`config.mk`:
```
export PLATFORM = sky130hd
export DESIGN_NAME = video_timing_gen
export DESIGN_NICKNAME = d
export VERILOG_FILES = /design/src/rtl/vtg_pkg.sv /design/src/rtl/vtg_regs.sv /design/src/rtl/vtg_hcount.sv /design/src/rtl/vtg_vcount.sv /design/src/rtl/video_timing_gen.sv
export SDC_FILE = /design/constraint.sdc
export NUM_CORES = 1
export LEC_CHECK = 0
export ABC_AREA = 1
export BUFFER_PORTS_ARGS = -buffer_cell sky130_fd_sc_hd__buf_2
export CORE_ASPECT_RATIO = 0.9
export CORE_MARGIN = 8
export CORE_UTILIZATION = 45
export DETAILED_ROUTE_END_ITERATION = 7
export GPL_TIMING_DRIVEN = 0
export SYNTH_ARGS = -nofsm -noshare
export SYNTH_HDL_FRONTEND = slang
export SYNTH_SLANG_ARGS = --single-unit
```
`constraint.sdc`:
```
create_clock -name clk -period 5.15 [get_ports clk]
set_clock_uncertainty 0.1 [all_clocks]
set_input_delay 0.2575 -clock clk [delete_from_list [all_inputs] [get_ports clk]]
set_output_delay 0.2575 -clock clk [all_outputs]
set_load 0.02 [all_outputs]
```
`src/rtl/vtg_pkg.sv`:
```
package vtg_pkg;

  typedef enum logic [1:0] {
    VR_SYNC  = 2'd0,
    VR_BACK  = 2'd1,
    VR_ACT   = 2'd2,
    VR_FRONT = 2'd3
  } vreg_e;

  typedef enum logic [1:0] {
    HR_SYNC  = 2'd0,
    HR_BACK  = 2'd1,
    HR_PAY   = 2'd2,
    HR_FRONT = 2'd3
  } hreg_e;

  localparam logic [1:0] VT_PULSES = 2'd0;

  localparam int LP_BITS      = 6;
  localparam int LP_FIELD_LSB = 8;

  localparam int A_PWR   = 0;
  localparam int A_MODE  = 1;
  localparam int A_PKT   = 2;
  localparam int A_HSA   = 3;
  localparam int A_HBP   = 4;
  localparam int A_HLINE = 5;
  localparam int A_VSA   = 6;
  localparam int A_VBP   = 7;
  localparam int A_VACT  = 8;
  localparam int A_VFP   = 9;

  // Next region in frame order that has a nonzero count; stays put if none.
  function automatic vreg_e next_vreg(input vreg_e cur, input logic [3:0] nz);
    vreg_e      res;
    logic       found;
    logic [1:0] idx;
    res   = cur;
    found = 1'b0;
    for (int k = 1; k <= 4; k++) begin
      idx = 2'(cur) + 2'(k);
      if (!found && nz[idx]) begin
        res   = vreg_e'(idx);
        found = 1'b1;
      end
    end
    return res;
  endfunction

  // Low-power permission for the current vertical/horizontal position.
  function automatic logic lp_pick(input vreg_e v, input hreg_e h,
                                   input logic [LP_BITS-1:0] en);
    logic r;
    case (v)
      VR_SYNC:  r = en[0];
      VR_BACK:  r = en[1];
      VR_FRONT: r = en[2];
      default: begin
        case (h)
          HR_SYNC:  r = en[3];
          HR_BACK:  r = en[4];
          HR_FRONT: r = en[5];
          default:  r = 1'b0;
        endcase
      end
    endcase
    return r;
  endfunction

endpackage

```
`src/rtl/vtg_regs.sv`:
```
module vtg_regs
  import vtg_pkg::*;
#(
  parameter int ADDR_W = 4,
  parameter int DATA_W = 32,
  parameter int HW     = 15,
  parameter int VW     = 12,
  parameter int PW     = 14
) (
  input  logic                clk,
  input  logic                rst_n,
  input  logic                we,
  input  logic [ADDR_W-1:0]   addr,
  input  logic [DATA_W-1:0]   wdata,
  output logic                pwr_q,
  output logic [1:0]          vtype_q,
  output logic [LP_BITS-1:0]  lp_en_q,
  output logic [PW-1:0]       pkt_q,
  output logic [HW-1:0]       hsa_q,
  output logic [HW-1:0]       hbp_q,
  output logic [HW-1:0]       hline_q,
  output logic [VW-1:0]       vsa_q,
  output logic [VW-1:0]       vbp_q,
  output logic [VW-1:0]       vact_q,
  output logic [VW-1:0]       vfp_q
);

  logic pwr_wr;
  logic cfg_wr;
  logic unused_wdata;

  assign pwr_wr       = we && (addr == ADDR_W'(A_PWR));
  assign cfg_wr       = we && !pwr_q;
  assign unused_wdata = ^wdata;

  always_ff @(posedge clk or negedge rst_n) begin
    if (!rst_n) begin
      pwr_q   <= 1'b0;
      vtype_q <= '0;
      lp_en_q <= '0;
      pkt_q   <= '0;
      hsa_q   <= '0;
      hbp_q   <= '0;
      hline_q <= '0;
      vsa_q   <= '0;
      vbp_q   <= '0;
      vact_q  <= '0;
      vfp_q   <= '0;
    end else if (pwr_wr) begin
      pwr_q <= wdata[0];
    end else if (cfg_wr) begin
      case (addr)
        ADDR_W'(A_MODE): begin
          vtype_q <= wdata[1:0];
          lp_en_q <= wdata[LP_FIELD_LSB +: LP_BITS];
        end
        ADDR_W'(A_PKT):   pkt_q   <= wdata[PW-1:0];
        ADDR_W'(A_HSA):   hsa_q   <= wdata[HW-1:0];
        ADDR_W'(A_HBP):   hbp_q   <= wdata[HW-1:0];
        ADDR_W'(A_HLINE): hline_q <= wdata[HW-1:0];
        ADDR_W'(A_VSA):   vsa_q   <= wdata[VW-1:0];
        ADDR_W'(A_VBP):   vbp_q   <= wdata[VW-1:0];
        ADDR_W'(A_VACT):  vact_q  <= wdata[VW-1:0];
        ADDR_W'(A_VFP):   vfp_q   <= wdata[VW-1:0];
        default: ;
      endcase
    end
  end

endmodule

```
`src/rtl/vtg_hcount.sv`:
```
module vtg_hcount
  import vtg_pkg::*;
#(
  parameter int HW = 15,
  parameter int PW = 14
) (
  input  logic          clk,
  input  logic          rst_n,
  input  logic          run,
  input  logic [HW-1:0] hsa,
  input  logic [HW-1:0] hbp,
  input  logic [HW-1:0] hline,
  input  logic [PW-1:0] pkt,
  output logic [HW-1:0] line_len,
  output logic          line_end,
  output logic          at_start,
  output logic          at_sync_end,
  output logic          at_req,
  output hreg_e         hreg
);

  localparam int MW = (HW > PW) ? HW : PW;
  localparam int SW = MW + 2;

  function automatic logic [SW-1:0] wide_h(input logic [HW-1:0] v);
    return SW'(v);
  endfunction

  function automatic logic [HW-1:0] eff_len(input logic [HW-1:0] v);
    return (v == '0) ? HW'(1) : v;
  endfunction

  logic [HW-1:0] hcnt_q;
  logic [SW-1:0] t_w;
  logic [SW-1:0] len_w;
  logic [SW-1:0] sync_end_w;
  logic [SW-1:0] bp_end_w;
  logic [SW-1:0] pay_end_w;

  assign line_len   = eff_len(hline);
  assign t_w        = wide_h(hcnt_q);
  assign len_w      = wide_h(line_len);
  assign sync_end_w = wide_h(hsa);
  assign bp_end_w   = wide_h(hsa) + wide_h(hbp);
  assign pay_end_w  = bp_end_w + SW'(pkt);

  assign line_end    = run && (hcnt_q == line_len - HW'(1));
  assign at_start    = run && (hcnt_q == '0);
  assign at_sync_end = run && (t_w == sync_end_w) && (sync_end_w < len_w);
  assign at_req      = run && (t_w == bp_end_w) && (bp_end_w < len_w);

  always_comb begin
    if (t_w < sync_end_w)     hreg = HR_SYNC;
    else if (t_w < bp_end_w)  hreg = HR_BACK;
    else if (t_w < pay_end_w) hreg = HR_PAY;
    else                      hreg = HR_FRONT;
  end

  always_ff @(posedge clk or negedge rst_n) begin
    if (!rst_n)        hcnt_q <= '0;
    else if (!run)     hcnt_q <= '0;
    else if (line_end) hcnt_q <= '0;
    else               hcnt_q <= hcnt_q + HW'(1);
  end

endmodule

```
`src/rtl/vtg_vcount.sv`:
```
module vtg_vcount
  import vtg_pkg::*;
#(
  parameter int VW = 12
) (
  input  logic          clk,
  input  logic          rst_n,
  input  logic          run,
  input  logic          line_end,
  input  logic [VW-1:0] vsa,
  input  logic [VW-1:0] vbp,
  input  logic [VW-1:0] vact,
  input  logic [VW-1:0] vfp,
  output vreg_e         vreg,
  output logic          frame_top
);

  localparam int NREG = 4;

  logic [VW-1:0] cnt_arr [NREG];
  logic [NREG-1:0] nz;
  logic [VW-1:0] vcnt_q;
  logic [VW-1:0] cur_cnt;
  logic          region_done;
  vreg_e         first_reg;
  vreg_e         vreg_q;

  assign cnt_arr[0] = vsa;
  assign cnt_arr[1] = vbp;
  assign cnt_arr[2] = vact;
  assign cnt_arr[3] = vfp;

  for (genvar g = 0; g < NREG; g++) begin : g_nz
    assign nz[g] = (cnt_arr[g] != '0);
  end

  assign first_reg   = next_vreg(VR_FRONT, nz);
  assign cur_cnt     = cnt_arr[vreg_q];
  assign region_done = ({1'b0, vcnt_q} + (VW+1)'(1)) >= {1'b0, cur_cnt};

  always_ff @(posedge clk or negedge rst_n) begin
    if (!rst_n) begin
      vreg_q <= VR_SYNC;
      vcnt_q <= '0;
    end else if (!run) begin
      vreg_q <= first_reg;
      vcnt_q <= '0;
    end else if (line_end) begin
      if (region_done) begin
        vreg_q <= next_vreg(vreg_q, nz);
        vcnt_q <= '0;
      end else begin
        vcnt_q <= vcnt_q + VW'(1);
      end
    end
  end

  assign vreg      = vreg_q;
  assign frame_top = (vreg_q == first_reg) && (vcnt_q == '0);

endmodule

```
`src/rtl/video_timing_gen.sv`:
```
module video_timing_gen
  import vtg_pkg::*;
#(
  parameter int ADDR_W = 4,
  parameter int DATA_W = 32,
  parameter int HW     = 15,
  parameter int VW     = 12,
  parameter int PW     = 14
) (
  input  logic              clk,
  input  logic              rst_n,
  input  logic              cfg_we,
  input  logic [ADDR_W-1:0] cfg_addr,
  input  logic [DATA_W-1:0] cfg_wdata,
  output logic              powered,
  output logic [1:0]        vmode,
  output logic [PW-1:0]     pkt_pixels,
  output logic [1:0]        vregion,
  output logic [1:0]        hregion,
  output logic              line_start,
  output logic              frame_start,
  output logic              sync_start,
  output logic              sync_end,
  output logic              pix_req,
  output logic              pix_window,
  output logic              lp_ok
);

  logic               pwr_w;
  logic [1:0]         vtype_w;
  logic [LP_BITS-1:0] lp_en_w;
  logic [PW-1:0]      pkt_w;
  logic [HW-1:0]      hsa_w, hbp_w, hline_w;
  logic [VW-1:0]      vsa_w, vbp_w, vact_w, vfp_w;

  logic [HW-1:0]      line_len_w;
  logic               line_end_w;
  logic               at_start_w;
  logic               at_sync_end_w;
  logic               at_req_w;
  hreg_e              hreg_w;
  vreg_e              vreg_w;
  logic               frame_top_w;
  logic               active_line_w;

  vtg_regs #(
    .ADDR_W(ADDR_W), .DATA_W(DATA_W), .HW(HW), .VW(VW), .PW(PW)
  ) u_regs (
    .clk     (clk),
    .rst_n   (rst_n),
    .we      (cfg_we),
    .addr    (cfg_addr),
    .wdata   (cfg_wdata),
    .pwr_q   (pwr_w),
    .vtype_q (vtype_w),
    .lp_en_q (lp_en_w),
    .pkt_q   (pkt_w),
    .hsa_q   (hsa_w),
    .hbp_q   (hbp_w),
    .hline_q (hline_w),
    .vsa_q   (vsa_w),
    .vbp_q   (vbp_w),
    .vact_q  (vact_w),
    .vfp_q   (vfp_w)
  );

  vtg_hcount #(.HW(HW), .PW(PW)) u_hcnt (
    .clk         (clk),
    .rst_n       (rst_n),
    .run         (pwr_w),
    .hsa         (hsa_w),
    .hbp         (hbp_w),
    .hline       (hline_w),
    .pkt         (pkt_w),
    .line_len    (line_len_w),
    .line_end    (line_end_w),
    .at_start    (at_start_w),
    .at_sync_end (at_sync_end_w),
    .at_req      (at_req_w),
    .hreg        (hreg_w)
  );

  vtg_vcount #(.VW(VW)) u_vcnt (
    .clk       (clk),
    .rst_n     (rst_n),
    .run       (pwr_w),
    .line_end  (line_end_w),
    .vsa       (vsa_w),
    .vbp       (vbp_w),
    .vact      (vact_w),
    .vfp       (vfp_w),
    .vreg      (vreg_w),
    .frame_top (frame_top_w)
  );

  assign active_line_w = pwr_w && (vreg_w == VR_ACT);

  assign powered     = pwr_w;
  assign vmode       = vtype_w;
  assign pkt_pixels  = pkt_w;
  assign vregion     = pwr_w ? 2'(vreg_w) : 2'd0;
  assign hregion     = pwr_w ? 2'(hreg_w) : 2'd0;
  assign line_start  = at_start_w;
  assign frame_start = at_start_w && frame_top_w;
  assign sync_start  = at_start_w;
  assign sync_end    = at_sync_end_w && (vtype_w == VT_PULSES);
  assign pix_req     = at_req_w && active_line_w;
  assign pix_window  = active_line_w && (hreg_w == HR_PAY);
  assign lp_ok       = pwr_w && lp_pick(vreg_w, hreg_w, lp_en_w);

endmodule

```
==> flow_metrics.tcl, run 1 <==
set metrics [dict create \
    area_growth_syn_to_layout_pct 15.5 \
    synth_cell_types 55 \
    combPwrFrac_pct 51.0 \
    finalCriticalPeriod_ns 4.99 \
    endpoint_kind "primary output" \
    worstPathMaxFanout 4 \
    ys_warn_count 0 \
    p_per_area_nw_per_um2 484 \
    seq_power_share_pct 26.5 \
    core_area_sq_um 23400 \
    worst_pin_slew_ns 0.771 \
    irDropWorstVdd_uv 226 \
    grt_pass1_wl_mm 52.4 \
    min_period_over_period_pct 96.8 \
    initial_core_util_pct 45.9 \
    cts_tree "yes" \
    required_ns 4.79 \
    synth_area_sq_um 10800 \
    final_layout_size_suffix_gt1_share_pct 12.5 \
    crit_type "reg -> out" \
    ios 67 \
    cp.arrival_ns 4.63 \
    synth_common_cells "359 x nand2_1, 173 x inv_1, 145 x dfrtp_1, 145 x o21ai_0, 125 x ha_1" \
    clock.fmax_ghz 0.201 \
    place_congestion 0.922 \
    numClockSinks 145 \
    yosysSeqAreaShare_pct 33.8 \
    numCtsBuffers 17 \
    grt_usage_pct 23.6 \
    clkLatencyLatePin_ns 0.43 \
    power_frac_clock_pct 22.5 \
    dieArea_sq_um 29100 \
    slew_viol_final 0 \
    synth_edf_count 0 \
    synth_cells 1431 \
    h-tree-depth 4 \
    status "complete, no violations" \
    chipHeight_um 163 \
    hold_violations 0 \
    die_w_um 179 \
    cp_slowest_cell "dfrtp_2" \
    hold_class "in -> reg" \
    antenna_found_initial 0 \
    synthArstFlopShare_pct 100 \
    grt_max_degree 81 \
    routed_wl_mm 34.1 \
    final_util_pct 53.0 \
    netSwitchingPower_mw 2.72 \
    clockRootBuffer "clkbuf_16" \
    nFillCells 2276 \
    yosysTopAreaCell "dfrtp_1" \
    max_cap_viol_count 0 \
    switching_share_pct 45.2 \
    drt-pass1-iter-count 6 \
    drcViolationCount 0 \
    grt_pass1_vias 9283 \
    ys.flop_type "dfrtp_1" \
    power.leakage_nw 6.32 \
    fin_cells 1823 \
    cts_buffer_depth 2 \
    postSynthAreaPerCell_sq_um 7.51 \
    synth_top_area_share_pct 33.8 \
    crit_path_start_kind "flop" \
    io_buffer_count 49 \
    final-setup-viol-count 0 \
    post-synth-top-count-cell "nand2_1" \
    internal-power_mw 3.30 \
    path_clk_slew_ns 0.07 \
    finalNetCount 1675 \
    register_area_sq_um 3640 \
    cpMostUsedCell "nand2_1" \
    multi_input_area_sq_um 6590 \
    vias 10000 \
    synth.top_cells.by_area "dfrtp_1 34%, ha_1 15%, nand2_1 13%" \
    syn-num-nets 1597 \
    wl_per_cell_um 18.7 \
    ys_seq_elements 145 \
    cpPeakStageDelay_ns 0.42 \
    placedCellCount 1783 \
    via_per_inst 5.49 \
    final_antenna_net_count 0 \
    hpwl_mm 25.4 \
    rows 53 \
    max_slew_margin_pct 48.2 \
    drt_iter0_drc 1046 \
    grt_overflow_total 0 \
    antennaDiodeCount 0 \
]
-- routing by layer --
metal / routed length [um] / part of all wire, % / global-route usage, %
met1: 16700 / 49 / 35.9
met2: 14200 / 42 / 33.5
met3: 2550 / 7.5 / 3.94
met4: 665 / 2.0 / 6.35
met5: 0 / 0 / 0
-- worst paths after layout --
check,start,endpoint,slack [ns],cells past startpoint
max in group asynchronous,rst_n,u_regs.hsa_q[6],3.79,3
max,u_regs.hsa_q[0],lp_ok,0.16,26
min in group asynchronous,rst_n,u_hcnt.hcnt_q[14],0.31,2
min,cfg_we,u_regs.pwr_q,0.07,3
max reg2reg,u_vcnt.vreg[0],u_vcnt.vcnt_q[0],1.60,13
min reg2reg,u_regs.hline_q[1],u_regs.hline_q[1],0.39,2
-- cells in the final DEF, fill, tap and decap left out, types with 3 or more instances in the layout --
master / netlist / final
inv_2: 4 / 5
o211ai_1: 5 / 5
dfrtp_2: 0 / 6
a32o_1: 7 / 7
nand3_2: 1 / 5
nand2_1: 359 / 356
xor2_2: 0 / 4
nor2_2: 6 / 7
ha_4: 0 / 7
a211oi_1: 7 / 7
inv_1: 173 / 172
o21bai_1: 5 / 5
nor4_1: 5 / 5
o21ai_2: 7 / 9
inv_8: 0 / 5
nand2_4: 3 / 4
bufinv_16: 0 / 3
ha_1: 125 / 117
nor2_1: 100 / 99
clkbuf_16: 0 / 17
nor3_2: 4 / 5
xnor2_1: 11 / 8
a21o_1: 3 / 3
xor2_1: 31 / 25
a21oi_1: 79 / 74
nor3_1: 26 / 25
inv_6: 0 / 3
nand4_1: 25 / 25
dfrtp_1: 145 / 139
buf_4: 2 / 11
clkbuf_1: 28 / 28
nand3_1: 61 / 56
nand2_2: 13 / 15
a21oi_2: 1 / 5
or2_2: 4 / 4
buf_2: 1 / 47
o21ai_1: 8 / 7
o21ai_0: 145 / 144
-- timing repair --
| item | CTS | global route |
|---|---|---|
| gates resized for setup | 19 | 41 |
| hold endpoints to repair | 65 | 0 |
| hold buffers | 1 | 0 |
| gates cloned | 0 | 0 |
| pin swaps | 0 | 7 |
| endpoints found under the setup margin | 3 | 3 |
| buffers inserted | 1 | 7 |
-- through the flow --
step | hold WS [ns] | instance area (sq um) | setup WS, ns | setup TNS, ns | power, mW
after CTS | 0.0633 | 12200 | 0.0156 | 0 | 5.85
final | 0.0704 | 12400 | 0.163 | 0 | 6.01
after global routing | 0.0788 | 12400 | -0.0655 | -0.102 | 6.48
after floorplan | -0.138 | 10800 | 0.759 | 0 | 3.60
after detailed placement | 0.209 | 11400 | -0.0432 | -0.0432 | 4.40
after global placement | 0.367 | 11400 | -0.0483 | -0.0483 | 4.34
-- cell type report --
cell class                      instances  area share, %
Buffer                                 35           1.31
Clock buffer                           17           3.43
Clock inverter                         14           1.55
Inverter                              179           5.43
Multi-Input combinational cell       1072           53.1
Sequential cell                       145           29.3
Tap cell                              302           3.04
Timing Repair Buffer                   59           2.88
-- power groups by stage --
stage,combinational (mW),clock [mW],sequential (mW)
floorplan,2.06,0,1.54
global placement,2.74,0,1.59
detailed placement,2.81,0,1.60
CTS,2.90,1.36,1.58
global route,3.46,1.41,1.62
finish,3.07,1.35,1.59
-- registers in the layout, summed over array words and instances, names as in the netlist --
signal / cells
u_regs.hbp_q: 15
u_regs.pkt_q: 14
u_regs.hsa_q: 15
u_vcnt.vreg: 2
u_vcnt.vcnt_q: 12
u_regs.vfp_q: 12
u_regs.pwr_q: 1
u_regs.hline_q: 15
u_regs.vbp_q: 12
u_regs.vtype_q: 2
u_regs.vact_q: 12
u_regs.lp_en_q: 6
u_hcnt.hcnt_q: 15
u_regs.vsa_q: 12
-- cell families (layout without fill, tap and decap cells) --
logic type	Yosys count	count (layout)	synth area share [%]
DFF	145	145	33.8
buffers and inverters	214	304	7.79
adders and majority gates	127	127	14.9
AOI/OAI and AO/OA	280	280	14.4
xor gates and xnor gates	44	44	3.84
and+or+nand+nor	621	621	25.3
-- worst max-delay path: cells and delay by family (launching register included) --
family	cells	cell delay (ns)
simple gates	13	1.29
fa+ha+maj	4	1.09
buf+inv	3	0.28
flops	1	0.42
compound gates	4	0.78
xor+xnor	2	0.32
No activity file was read; power rests on OpenSTA's default activity.
==> inputs of run 2 (changes only) <==
CORE_UTILIZATION = 55   (was 45)
GPL_TIMING_DRIVEN = unset   (was 0)
PLACE_DENSITY = 0.72   (was unset)
==> flow_metrics.tcl, run 2 (synthesis gave the netlist of run 1 again) <==
set metrics [dict create \
    status "complete, no violations" \
    required_ns 4.79 \
    antennaDiodeCount 0 \
    grt_overflow_total 0 \
    path_clk_slew_ns 0.07 \
    final_layout_size_suffix_gt1_share_pct 11.7 \
    seq_power_share_pct 27.3 \
    drt_iter0_drc 913 \
    numCtsBuffers 17 \
    antenna_found_initial 0 \
    hold_class "in -> reg" \
    chipHeight_um 149 \
    core_area_sq_um 19200 \
    numClockSinks 145 \
    final_antenna_net_count 0 \
    final-setup-viol-count 0 \
    irDropWorstVdd_uv 228 \
    die_w_um 163 \
    finalNetCount 1635 \
    p_total_mw 5.78 \
    ios 67 \
    grt_pass1_vias 8966 \
    power.leakage_nw 6.21 \
    hpwl_mm 22.8 \
    cpPeakStageDelay_ns 0.42 \
    layout_common_cells "356 x nand2_1, 173 x inv_1, 144 x o21ai_0" \
    cts_buffer_depth 2 \
    max_cap_viol_count 0 \
    min_period_over_period_pct 95.5 \
    nFillCells 1715 \
    place_congestion 0.921 \
    power_frac_clock_pct 22.5 \
    worst_pin_slew_ns 0.946 \
    max_slew_margin_pct 37.0 \
    combPwrFrac_pct 50.2 \
    h-tree-depth 4 \
    finalCriticalPeriod_ns 4.92 \
    clock.fmax_ghz 0.203 \
    placedCellCount 1698 \
    endpoint_kind "primary output" \
    grt_max_degree 99 \
    switching_share_pct 44.8 \
    slew_viol_final 0 \
    netSwitchingPower_mw 2.59 \
    worstPathMaxFanout 5 \
    rows 48 \
    cts_tree "yes" \
    internal-power_mw 3.19 \
    clkLatencyLatePin_ns 0.44 \
    routed_wl_mm 29.9 \
    io_buffer_count 49 \
    crit_path_start_kind "flop" \
    worst-path-buf-inv 3 \
    initial_core_util_pct 56.1 \
    grt_pass1_wl_mm 48.3 \
    via_per_inst 5.61 \
    area_growth_syn_to_layout_pct 12.1 \
    clockRootBuffer "clkbuf_16" \
    layout_commonest_cell "nand2_1" \
    vias 9723 \
    hold_violations 0 \
    grt_usage_pct 25.3 \
    dieArea_sq_um 24300 \
    drcViolationCount 0 \
    path_delay_family "adder cells" \
    fin_cells 1732 \
    cpMostUsedCell "nand2_1" \
    wl_per_cell_um 17.3 \
    p_per_area_nw_per_um2 480 \
    cp_slowest_cell "dfrtp_1" \
    cp.arrival_ns 4.56 \
    drt-pass1-iter-count 6 \
    crit_type "reg -> out" \
]
==> run 2: area by class of cell <==
type	instances	area, sq um	share of cell area (%)
Clock buffer	18	439	3.65
Clock inverter	14	170	1.41
Inverter	179	674	5.60
Multi-Input combinational cell	1072	6520	54.1
Sequential cell	145	3630	30.1
Tap cell	250	313	2.60
Timing Repair Buffer	54	298	2.47
==> run 2: worst min-delay path: cells and delay by family <==
kind	cells	cell delay, ns
buffers and inverters	2	0.18
AOI/OAI and AO/OA	1	0.09
==> run 2: power by group through the flow <==
stage / registers, mW / logic, mW / clock network (mW)
final: 1.58 / 2.90 / 1.30
after global routing: 1.61 / 3.28 / 1.36
after CTS: 1.56 / 2.74 / 1.31
after detailed placement: 1.58 / 2.71 / 0
after global placement: 1.58 / 2.63 / 0
after floorplan: 1.54 / 2.06 / 0
==> run 2: final timing paths <==
path | start | to | slack (ns) | cells past startpoint
setup / recovery | u_regs.hsa_q[0] | lp_ok | 0.23 | 26
hold / removal | cfg_wdata[14] | u_regs.hsa_q[14] | 0.03 | 3
setup reg to reg | u_vcnt.vreg[0] | u_vcnt.vcnt_q[11] | 1.65 | 12
hold reg to reg | u_regs.hline_q[1] | u_regs.hline_q[1] | 0.39 | 2
max in group asynchronous | rst_n | u_regs.vfp_q[0] | 3.41 | 3
min in group asynchronous | rst_n | u_regs.pkt_q[2] | 0.36 | 2
==> run 2: metrics by stage <==
step / hold WS [ns] / cell area, sq um / utilization (%) / setup TNS (ns) / setup slack [ns]
3_5_place_dp: 0.322 / 11200 / 58.3 / 0 / 0.167
2_1_floorplan: -0.138 / 10800 / - / 0 / 0.759
3_3_place_gp: 0.317 / 11200 / 58.3 / 0 / 0.229
4_1_cts: 0.0203 / 11800 / 61.6 / 0 / 0.00576
6_report: 0.0298 / 12000 / 62.9 / 0 / 0.230
5_1_grt: 0.0481 / 12000 / 62.9 / -0.0117 / -0.0117
==> run 2: layer usage <==
metal / GRT usage (%) / up-vias / wire length (um)
li1: - / 4815 / -
met1: 36.9 / 4510 / 14200
met2: 36.1 / 353 / 12500
met3: 6.00 / 45 / 2620
met4: 7.88 / 0 / 573
met5: 0 / - / 0
==> run 2: repair_timing <==
action	4_1_cts	5_1_grt
resized for setup	7	40
setup endpoints to repair	3	3
hold buffers	1	0
pin swaps	0	8
endpoints found under the hold margin	97	0
setup buffers	0	1
==> inputs of run 3 (changes only) <==
ABC_AREA = unset   (was 1)
==> flow_metrics.tcl, run 3 <==
set metrics [dict create \
    synth_cells 1048 \
    endpoint_kind "primary output" \
    core_area_sq_um 19000 \
    grt_overflow_total 0 \
    timing.rr.start "u_regs.hline_q[9]" \
    drt-pass1-iter-count 6 \
    crit_type "reg -> out" \
    final_util_pct 65.6 \
    via_per_inst 6.10 \
    hp-start "cfg_wdata[14]" \
    power.leakage_nw 5.82 \
    rows 48 \
    yosysSeqAreaShare_pct 34.3 \
    max_cap_viol_count 0 \
    whs_ns 0.0180 \
    synth_area_sq_um 10600 \
    layout_commonest_cell "dfrtp_1" \
    synth_common_cells "145 x dfrtp_1, 125 x ha_1, 104 x mux2_2" \
    cts_buffer_depth 2 \
    chipHeight_um 148 \
    drcViolationCount 0 \
    r2r_cells 12 \
    rsz0062_at_grt "true" \
    clock.fmax_ghz 0.181 \
    ios 67 \
    synthArstFlopShare_pct 100 \
    clkLatencyLatePin_ns 0.43 \
    cpMostUsedCell "o211ai_1" \
    crit_path_start_kind "flop" \
    rrSetupSlack_ns 0.56 \
    slew_viol_final 0 \
    numCtsBuffers 17 \
    placedCellCount 1378 \
    dieArea_sq_um 24000 \
    drt_iter0_drc 786 \
    hold_class "in -> reg" \
    postSynthAreaPerCell_sq_um 10.1 \
    numClockSinks 145 \
    worst_pin_slew_ns 1.01 \
    syn-num-nets 1214 \
    worstPathMaxFanout 4 \
    cp.arrival_ns 5.16 \
    synth_cell_types 81 \
    cpPeakStageDelay_ns 0.39 \
    ys.flop_type "dfrtp_1" \
    wl_per_cell_um 21.0 \
    worstReg2RegEnd "u_vcnt.vcnt_q[10]" \
    initial_core_util_pct 55.6 \
    ys_seq_elements 145 \
    path_cells "ha_2 > fa_2 > a21o_1 > a21oi_2 > o211ai_1 > buf_4 > a31o_4 > o21ai_1 > nand2b_1 > xor2_2 > ha_4 > or3_1 > o211ai_1 > o31ai_2 > xnor2_1 > ha_2 > a2111oi_4 > a21oi_1 > a211o_1 > o211ai_1 > mux2i_1 > o2111a_1 > buf_6" \
    layout_common_cells "145 x dfrtp_1, 118 x ha_1, 104 x mux2_2" \
    ys_warn_count 0 \
    grt_max_degree 102 \
    synth_top_area_share_pct 34.3 \
    post-synth-top-count-cell "dfrtp_1" \
    place_congestion 0.951 \
    clockRootBuffer "clkbuf_16" \
    p_per_area_nw_per_um2 574 \
    min_period_over_period_pct 107 \
    routed_wl_mm 29.8 \
    area_growth_syn_to_layout_pct 18.0 \
    finalWorstSetupSlack_ns -0.363 \
    status "finished, violations left" \
    final_layout_size_suffix_gt1_share_pct 28.3 \
    final_antenna_net_count 0 \
    fin_cells 1423 \
    finalCriticalPeriod_ns 5.51 \
    required_ns 4.79 \
    max_slew_margin_pct 32.9 \
    grt_pass1_wl_mm 47.3 \
    cp_slowest_cell "dfrtp_1" \
    hold_violations 0 \
    final-setup-viol-count 3 \
    h-tree-depth 4 \
    cts_tree "yes" \
    finalNetCount 1326 \
    yosysTopAreaCell "dfrtp_1" \
    holdPathEnd "u_regs.hsa_q[14]" \
    antennaDiodeCount 0 \
    irDropWorstVdd_uv 326 \
    vias 8685 \
    path_clk_slew_ns 0.07 \
    hold_depth 3 \
    synth.top_cells.by_area "dfrtp_1 34%, ha_1 15%, mux2_2 11%" \
    io_buffer_count 49 \
    die_w_um 162 \
    violations "setup timing" \
    hpwl_mm 21.9 \
    grt_pass1_vias 8462 \
    grt_usage_pct 25.2 \
    antenna_found_initial 0 \
    synth_edf_count 0 \
]
## run 3: cell types whose count changed after synthesis, moves of 32 or more
cell	delta
a21oi_1	-32
mux2_2	+104
nor2_1	-56
inv_1	-100
o21ai_0	-83
nand2_1	-297
## run 3: worst max-delay path by stage
stage | start | slack [ns] | endpoint | cells past startpoint
2_1_floorplan | u_regs.hsa_q[0] | 0.06 | pix_window | 25
3_3_place_gp | u_regs.hsa_q[0] | -0.28 | lp_ok | 27
3_5_place_dp | u_regs.hsa_q[0] | -0.35 | lp_ok | 25
4_1_cts | u_regs.hsa_q[0] | -0.48 | lp_ok | 23
5_1_grt | u_regs.hsa_q[0] | -0.63 | lp_ok | 26
6_report | u_regs.hsa_q[0] | -0.36 | lp_ok | 23
## run 3: cell type report
type | count | area [sq um]
Inverter | 74 | 280
Multi-Input combinational cell | 799 | 6800
Fill cell | 1484 | 6550
Sequential cell | 145 | 3630
Timing Repair Buffer | 123 | 835
Clock inverter | 14 | 195
Tap cell | 250 | 313
Clock buffer | 18 | 439
## run 3: worst max-delay path, delay by kind of cell (launching register included)
| family | cells | cell delay (ns) |
|---|---|---|
| adder cells (fa/ha/maj) | 4 | 0.94 |
| AND/OR/NAND/NOR | 2 | 0.42 |
| multiplexers | 1 | 0.11 |
| AO/OA/AOI/OAI | 12 | 2.21 |
| flip-flops | 1 | 0.39 |
| buffers and inverters | 2 | 0.32 |
| XOR/XNOR | 2 | 0.33 |
## run 3: repair_timing
| item | 4_1_cts | 5_1_grt |
|---|---|---|
| hold endpoints to repair | 100 | 0 |
| hold buffers | 1 | 0 |
| setup buffers | 8 | 5 |
| endpoints found under the setup margin | 4 | 4 |
| pin swaps | 23 | 30 |
| resized for setup | 25 | 42 |
## run 3: per-stage QoR
stage	power, mW	worst slack (ns)	area, sq um	setup TNS, ns
2_1_floorplan	3.98	0.0572	10600	0
6_report	7.17	-0.363	12500	-0.917
5_1_grt	7.68	-0.629	12500	-1.70
3_3_place_gp	5.18	-0.284	11500	-0.713
3_5_place_dp	5.27	-0.351	11500	-0.912
4_1_cts	6.80	-0.483	12200	-1.21
## run 3: cells by family (layout without fill, tap and decap cells)
family          after synthesis  count (layout)  synth area share (%)
flops                       145             145                  34.3
buf+inv                     104             229                  4.04
simple gates                281             281                  14.4
xor+xnor                     62              62                  5.13
fa+ha+maj                   128             128                  15.2
mux                         124             124                  14.5
compound gates              204             204                  12.4
## run 3: power breakdown
part	internal (mW)	total [mW]	switching, mW
registers	1.38	1.65	0.279
clock network	0.756	1.34	0.584
logic	2.02	4.18	2.16
## run 3: layer usage
metal | GRT usage, % | vias up | wire length, um
li1 | - | 4090 | -
met1 | 36.7 | 4259 | 14100
met2 | 38.0 | 297 | 13300
met3 | 4.64 | 39 | 1940
met4 | 6.34 | 0 | 513
met5 | 0 | - | 0
